<file path="src/rtl/chan_start_pkg.sv">
// Shared constants and types for the sync-triggered start controller.
// Assumes exactly four sync inputs, so a 2-bit code addresses any of them.
package chan_start_pkg;

    localparam int PIN_N = 4;
    localparam int SEL_W = $clog2(PIN_N);

    // Per-channel control fields decoded from the control word.
    typedef struct packed {
        logic             first_only;
        logic [SEL_W-1:0] pin_sel;
        logic [PIN_N-1:0] pin_en;
        logic             start_en;
    } ch_ctrl_t;

    localparam int CTRL_W = $bits(ch_ctrl_t);

endpackage

</file>
<file path="src/rtl/pin_sync_edge.sv">
// Brings one asynchronous sync pin into the clock domain and flags its
// rising edge for one cycle. Assumes the pin stays high or low for at least
// one clock period. The chain depth sets part of the fixed start latency.
module pin_sync_edge #(
    parameter int STAGES = 2
) (
    input  logic clk,
    input  logic rst_n,
    input  logic pin,
    output logic rise
);

    logic [STAGES-1:0] chain_q;
    logic              prev_q;

    // Shift the pin through the synchronizer chain and keep the last value.
    always_ff @(posedge clk) begin
        if (!rst_n) begin
            chain_q <= '0;
            prev_q  <= 1'b0;
        end else begin
            chain_q <= {chain_q[STAGES-2:0], pin};
            prev_q  <= chain_q[STAGES-1];
        end
    end

    // A new high after a low is one trigger.
    always_comb rise = chain_q[STAGES-1] & ~prev_q;

    // a held pin yields a single-cycle edge flag
    a_r10_single_rise: assert property (@(posedge clk) disable iff (!rst_n)
        rise |=> !rise);

endmodule

</file>
<file path="src/rtl/chan_cfg_regs.sv">
// Per-channel configuration: the hold-off word, the control word and the
// first-trigger latch. Assumes the write strobe is already decoded for
// this channel. The latch is cleared when first-only is written as zero.
module chan_cfg_regs
    import chan_start_pkg::*;
#(
    parameter int CNT_W = 16
) (
    input  logic             clk,
    input  logic             rst_n,
    input  logic             wr_en,
    input  logic             wr_addr,
    input  logic [CNT_W-1:0] wr_data,
    input  logic             accepted,
    output logic [CNT_W-1:0] holdoff,
    output ch_ctrl_t         ctrl,
    output logic             blocked
);

    localparam logic [CNT_W-1:0] HOLD_RST = CNT_W'(1);

    logic taken_q;

    // Capture register writes for this channel.
    always_ff @(posedge clk) begin
        if (!rst_n) begin
            holdoff <= HOLD_RST;
            ctrl    <= '0;
        end else if (wr_en) begin
            if (wr_addr) ctrl    <= ch_ctrl_t'(wr_data[CTRL_W-1:0]);
            else         holdoff <= wr_data;
        end
    end

    // Remember that a trigger was used; a control write with first-only low re-arms.
    always_ff @(posedge clk) begin
        if (!rst_n)
            taken_q <= 1'b0;
        else if (wr_en && wr_addr && !wr_data[CTRL_W-1])
            taken_q <= 1'b0;
        else if (accepted)
            taken_q <= 1'b1;
    end

    always_comb blocked = ctrl.first_only & taken_q;

    // once blocked, only a control write can release the channel
    a_r9_block_holds: assert property (@(posedge clk) disable iff (!rst_n)
        (blocked && !(wr_en && wr_addr)) |=> blocked);

endmodule

</file>
<file path="src/rtl/chan_holdoff_timer.sv">
// Hold-off timer for one channel. A trigger is registered once, the
// hold-off is snapshotted with it, then the count is loaded and runs down.
// At a count of one the sleep flag clears and a start pulse is issued.
// Assumes the trigger is already qualified. The latency from trigger to
// expiry is H+1 edges.
module chan_holdoff_timer #(
    parameter int CNT_W = 16
) (
    input  logic             clk,
    input  logic             rst_n,
    input  logic             trig,
    input  logic [CNT_W-1:0] holdoff,
    output logic             sleep,
    output logic             start_pulse
);

    localparam logic [CNT_W-1:0] ONE = CNT_W'(1);

    logic             trig_q;
    logic [CNT_W-1:0] val_q;
    logic [CNT_W-1:0] cnt_q;
    logic             active_q;
    logic             expire;

    always_comb expire = active_q && (cnt_q == ONE);

    // Register the trigger and snapshot the hold-off, treating zero as one.
    always_ff @(posedge clk) begin
        if (!rst_n) begin
            trig_q <= 1'b0;
            val_q  <= ONE;
        end else begin
            trig_q <= trig;
            if (trig) val_q <= (holdoff == '0) ? ONE : holdoff;
        end
    end

    // Load on a registered trigger, otherwise count down while active.
    always_ff @(posedge clk) begin
        if (!rst_n) begin
            cnt_q    <= '0;
            active_q <= 1'b0;
        end else if (trig_q) begin
            cnt_q    <= val_q;
            active_q <= 1'b1;
        end else if (active_q) begin
            if (expire) active_q <= 1'b0;
            else        cnt_q    <= cnt_q - ONE;
        end
    end

    // Clear sleep and pulse start when the count expires.
    always_ff @(posedge clk) begin
        if (!rst_n) begin
            sleep       <= 1'b1;
            start_pulse <= 1'b0;
        end else begin
            start_pulse <= expire;
            if (expire) sleep <= 1'b0;
        end
    end

    // after reset only reset can put the channel back to sleep
    a_r1_sleep_only_by_reset: assert property (@(posedge clk) disable iff (!rst_n)
        !$rose(sleep));

    // the sleep flag never falls without a start pulse
    a_r11_pulse_on_wake: assert property (@(posedge clk) disable iff (!rst_n)
        $fell(sleep) |-> start_pulse);

    // an unloaded running count drops by exactly one per cycle
    a_r6_countdown: assert property (@(posedge clk) disable iff (!rst_n)
        (active_q && !trig_q && cnt_q > ONE) |=> (cnt_q == $past(cnt_q) - ONE));

    // a running count is never zero
    a_r7_no_zero_count: assert property (@(posedge clk) disable iff (!rst_n)
        active_q |-> (cnt_q != '0));

endmodule

</file>
<file path="src/rtl/chan_start_ctrl.sv">
// Top of the sync-triggered start controller. Synchronizes all sync pins
// once, then per channel qualifies the selected pin's edge by the start
// enable, the pin enable and the first-only latch, and runs a hold-off
// timer. Total latency from first sampled high to sleep clear is H+3 edges
// with SYNC_STAGES = 2.
module chan_start_ctrl
    import chan_start_pkg::*;
#(
    parameter int NUM_CH      = 4,
    parameter int CNT_W       = 16,
    parameter int SYNC_STAGES = 2,
    localparam int CH_W       = (NUM_CH > 1) ? $clog2(NUM_CH) : 1
) (
    input  logic              clk,
    input  logic              rst_n,
    input  logic [PIN_N-1:0]  sync_pin,
    input  logic              wr_en,
    input  logic [CH_W-1:0]   wr_ch,
    input  logic              wr_addr,
    input  logic [CNT_W-1:0]  wr_data,
    output logic [NUM_CH-1:0] ch_sleep,
    output logic [NUM_CH-1:0] ch_start
);

    logic [PIN_N-1:0] pin_rise;

    // One synchronizer and edge detector per sync pin, shared by all channels.
    for (genvar p = 0; p < PIN_N; p++) begin : g_pin
        pin_sync_edge #(.STAGES(SYNC_STAGES)) u_sync (
            .clk   (clk),
            .rst_n (rst_n),
            .pin   (sync_pin[p]),
            .rise  (pin_rise[p])
        );
    end

    for (genvar c = 0; c < NUM_CH; c++) begin : g_ch
        logic             ch_wr;
        logic             trig;
        logic             blocked;
        logic [CNT_W-1:0] holdoff;
        ch_ctrl_t         ctrl;

        always_comb ch_wr = wr_en && (wr_ch == CH_W'(c));

        // Qualify the selected pin's edge.
        always_comb trig = ctrl.start_en && ctrl.pin_en[ctrl.pin_sel]
                           && pin_rise[ctrl.pin_sel] && !blocked;

        chan_cfg_regs #(.CNT_W(CNT_W)) u_cfg (
            .clk      (clk),
            .rst_n    (rst_n),
            .wr_en    (ch_wr),
            .wr_addr  (wr_addr),
            .wr_data  (wr_data),
            .accepted (trig),
            .holdoff  (holdoff),
            .ctrl     (ctrl),
            .blocked  (blocked)
        );

        chan_holdoff_timer #(.CNT_W(CNT_W)) u_timer (
            .clk         (clk),
            .rst_n       (rst_n),
            .trig        (trig),
            .holdoff     (holdoff),
            .sleep       (ch_sleep[c]),
            .start_pulse (ch_start[c])
        );

        // a disabled channel never accepts a trigger
        a_r5_disabled_quiet: assert property (@(posedge clk) disable iff (!rst_n)
            !ctrl.start_en |-> !trig);
    end

endmodule

</file>
<file path="config.mk">
export PLATFORM = sky130hd
export DESIGN_NAME = chan_start_ctrl
export DESIGN_NICKNAME = d
export VERILOG_FILES = /design/src/rtl/chan_start_pkg.sv /design/src/rtl/pin_sync_edge.sv /design/src/rtl/chan_cfg_regs.sv /design/src/rtl/chan_holdoff_timer.sv /design/src/rtl/chan_start_ctrl.sv
export SDC_FILE = /design/constraint.sdc
export NUM_CORES = 1
export LEC_CHECK = 0
export ABC_AREA = 1
export BUFFER_PORTS_ARGS = -buffer_cell sky130_fd_sc_hd__buf_2
export CORE_ASPECT_RATIO = 1.4
export CORE_UTILIZATION = 62
export CTS_CLUSTER_SIZE = 10
export DETAILED_ROUTE_END_ITERATION = 12
export MAX_ROUTING_LAYER = met4
export PLACE_DENSITY = 0.79
export SLEW_MARGIN = 20
export SYNTH_ARGS = -nofsm -noshare
export SYNTH_HDL_FRONTEND = slang
export SYNTH_SLANG_ARGS = --single-unit
</file>
<file path="constraint.sdc">
create_clock -name clk -period 1.8 [get_ports clk]
set_input_delay 0.09 -clock clk [delete_from_list [all_inputs] [get_ports clk]]
set_output_delay 0.09 -clock clk [all_outputs]
set_load 0.02 [all_outputs]
</file>
==> impl_metrics.ini <==
[setup_path]
critPathRequiredTime_ns = 2.22
r2r_slack_ns = 0.21
critPathLaunch = g_pin[3].u_sync.chain_q[1]$_SDFF_PN0_
endpoint_kind = flip-flop
critPathLaunchType = flip-flop
worstPathMaxFanout = 18
reg2reg_to = g_ch[0].u_timer.val_q[0]$_SDFFE_PN1P_
r2r_cells = 7
cp-endpoint = g_ch[0].u_timer.val_q[0]$_SDFFE_PN1P_
worstSetupPathType = reg -> reg
r2r-start = g_pin[3].u_sync.chain_q[1]$_SDFF_PN0_
crit_arrival_ns = 2.01

[routing]
drc = 0
vias = 11150
wl_um = 28720
drt-wirelength-per-cell_um = 14.24
dr.pass1.iters = 5
first_iter_violations = 766
vias_per_cell = 5.527
route.antenna.remaining_nets = 0

[floorplan]
die_w_um = 120.2
row_count = 60
dieArea_um2 = 20120
die-height_um = 167.4
initial_core_util = 0.6306
ioPinCount = 34
core_area_um2 = 19220

[yosys]
synthCells = 1738
synth_top_flop_cell = dfxtp_1
synth_warnings = 0
synth_area_um2 = 12120
avgSynthCellArea_um2 = 6.973
ys_ff_latch = 256
synth_edf_count = 0
syn_nets = 1772
seq_area_frac_synth = 0.4229
async_flop_share = 0
synth.distinct_cells = 40

[finish]
area_delta_synth_final_pct = 11.02
nFillCells = 1660
antennaDiodeCount = 0
nets = 1803
drive_gt1_frac = 0.09610
utilization = 0.7001
final_cells = 2017

[placed_design]
globalplace.congestion = 0.9203
port_buffers = 33
dp_hpwl_um = 19690
place_inst = 1959

[clock_network]
cts_resized = 0
cts.htree.levels = 1
clock-root-buffer = clkbuf_16
clock_path_buffers = 3
cts_buffers = 29
clk_latency_ns = 0.55
clk_pin_slew_worst_paths_ns = 0.05
cts.sinks = 256
cts_tree = done
cts_setup_buffers = 0

[sta]
max_slew.worst_pin.slew_ns = 0.6339
finalCriticalPeriod_ns = 1.591
skew_ns = 0.01679
max_clock_freq_ghz = 0.6283
slew_viol_final = 0
rsz0062_at_grt = false
final_hold_viol_count = 0
hold_ws_ns = 0.2702
finalSetupViolCount = 0
relSlewSlack = 0.5774
finalSetupTns_ns = 0
period_share = 0.8842

[min_path]
hold_class = in -> reg

[power_and_ir_drop]
report.power.total_mw = 11.56
cellPowerDensity_nw_per_um2 = 858.9
peakVddDrop_v = 0.0009968
leakage_nw = 6.005

[global_route]
grt_pass1_vias = 10230
grt_max_degree = 174
grt.overflow.total = 0
grt_antenna_before_repair = 0
grt_pass1_wl_um = 47160
grt_usage = 0.2939

[run]
maxCapViolCount = 0

[status]
status = completed
==> per-layer routing <==
| layer | part of all wire | wire length, um | global-route usage |
|---|---|---|---|
| met5 | 0 | 0 | - |
| met4 | 0.038 | 1081 | 0.1239 |
| met3 | 0.043 | 1232 | 0.02895 |
| met2 | 0.51 | 14560 | 0.5202 |
| met1 | 0.41 | 11840 | 0.3338 |
==> cell usage in the layout, fill, tap and decap left out, drive strengths merged, types with 12 or more instances in the layout <==
| cell | instances |
|---|---|
| nand2 | 405 |
| nor2 | 281 |
| dfxtp | 256 |
| nand3 | 192 |
| inv | 156 |
| o21ai | 120 |
| a21oi | 111 |
| nand4 | 87 |
| buf | 58 |
| clkbuf | 29 |
| dlygate4sd3 | 27 |
| xnor2 | 12 |
==> where the power goes <==
group	leakage (nW)	switching [mW]	internal, mW
combinational	3.55	0.422	0.219
sequential	2.07	0.0650	5.76
clock	0.381	2.11	2.97
==> timing repair <==
action / 4_1_cts / 5_1_grt
hold buffers: 27 / 0
endpoints found under the hold margin: 84 / 0
setup endpoints to repair: 0 / 0
==> kinds of logic after synthesis <==
logic type / after synthesis / share of synthesized area
adder cells (fa/ha/maj): 8 / 0.008260
buffers and inverters: 243 / 0.08497
AND/OR/NAND/NOR: 979 / 0.3722
flip-flops: 256 / 0.4229
XOR/XNOR: 15 / 0.01084
AO/OA/AOI/OAI: 237 / 0.1009
==> worst min-delay path by stage <==
stage,start,endpoint,slack [ns],cells past startpoint
2_1_floorplan,sync_pin[0],g_pin[0].u_sync.chain_q[0]$_SDFF_PN0_,0.19,2
3_3_place_gp,sync_pin[0],g_pin[0].u_sync.chain_q[0]$_SDFF_PN0_,0.27,3
3_5_place_dp,sync_pin[0],g_pin[0].u_sync.chain_q[0]$_SDFF_PN0_,0.28,3
4_1_cts,sync_pin[0],g_pin[0].u_sync.chain_q[0]$_SDFF_PN0_,0.25,4
5_1_grt,sync_pin[3],g_pin[3].u_sync.chain_q[0]$_SDFF_PN0_,0.29,4
6_report,sync_pin[3],g_pin[3].u_sync.chain_q[0]$_SDFF_PN0_,0.27,4
==> critical path, stage by stage, from the launching register on <==
cell and delay (ns):
dfxtp_1 0.33, inv_2 0.04, nor2_2 0.18, nand3_1 0.15, nand3_2 0.11, nand4_2 0.38, nand2_1 0.19, nand3_1 0.08
==> stage by stage <==
step | worst slack (ns) | cell area [um2]
floorplan | 0.4589 | 12120
global placement | 0.2842 | 12410
detailed placement | 0.2499 | 12410
CTS | 0.2041 | 13450
global route | 0.07348 | 13450
finish | 0.2085 | 13450
==> registers in the layout, summed over array words and instances, names as in the netlist <==
register and cells:
g_ch.u_timer.sleep 4, g_ch.u_timer.start_pulse 4, g_ch.u_timer.active_q 4, g_ch.u_timer.val_q 64, g_ch.u_cfg.taken_q 4, g_ch.u_cfg.holdoff 64
g_pin.u_sync.chain_q 8, g_ch.u_timer.trig_q 4, g_ch.u_timer.cnt_q 64, g_pin.u_sync.prev_q 4, g_ch.u_cfg.ctrl 32
==> cells in the mapped netlist, types with 2 or more instances <==
library cell | n | area share
nor3_1 | 5 | 0.0021
ha_1 | 8 | 0.0083
nand4_2 | 2 | 0.0021
a21oi_1 | 105 | 0.043
nand2_4 | 6 | 0.0056
nand3b_1 | 4 | 0.0025
buf_6 | 3 | 0.0028
o21ai_0 | 119 | 0.049
nand3_1 | 184 | 0.076
xor2_1 | 3 | 0.0022
o21bai_1 | 4 | 0.0025
clkbuf_1 | 49 | 0.015
buf_1 | 6 | 0.0019
nand4_1 | 83 | 0.043
inv_1 | 147 | 0.046
nand2_8 | 3 | 0.0050
nor2_4 | 13 | 0.012
buf_2 | 14 | 0.0058
buf_4 | 11 | 0.0068
nand3_2 | 8 | 0.0066
nor2_2 | 20 | 0.010
inv_2 | 8 | 0.0025
nand2_2 | 8 | 0.0041
nand4_4 | 2 | 0.0035
and2_1 | 2 | 0.0010
dfxtp_1 | 256 | 0.42
nand2_1 | 388 | 0.12
nor2_1 | 248 | 0.077
a21oi_2 | 6 | 0.0043
nor4_1 | 2 | 0.0010
xnor2_1 | 12 | 0.0087
==> area by class of cell <==
cell class	instances	area [um2]	area share
clock inverters	2	50.05	0.003720
repair buffers	85	666.9	0.04957
flip-flops and latches	256	5125	0.3809
inverters	158	611.8	0.04548
clock buffers	29	725.7	0.05394
multi-input cells	1239	5964	0.4433
well taps	248	310.3	0.02306
Power figures use the tool's default switching activity.
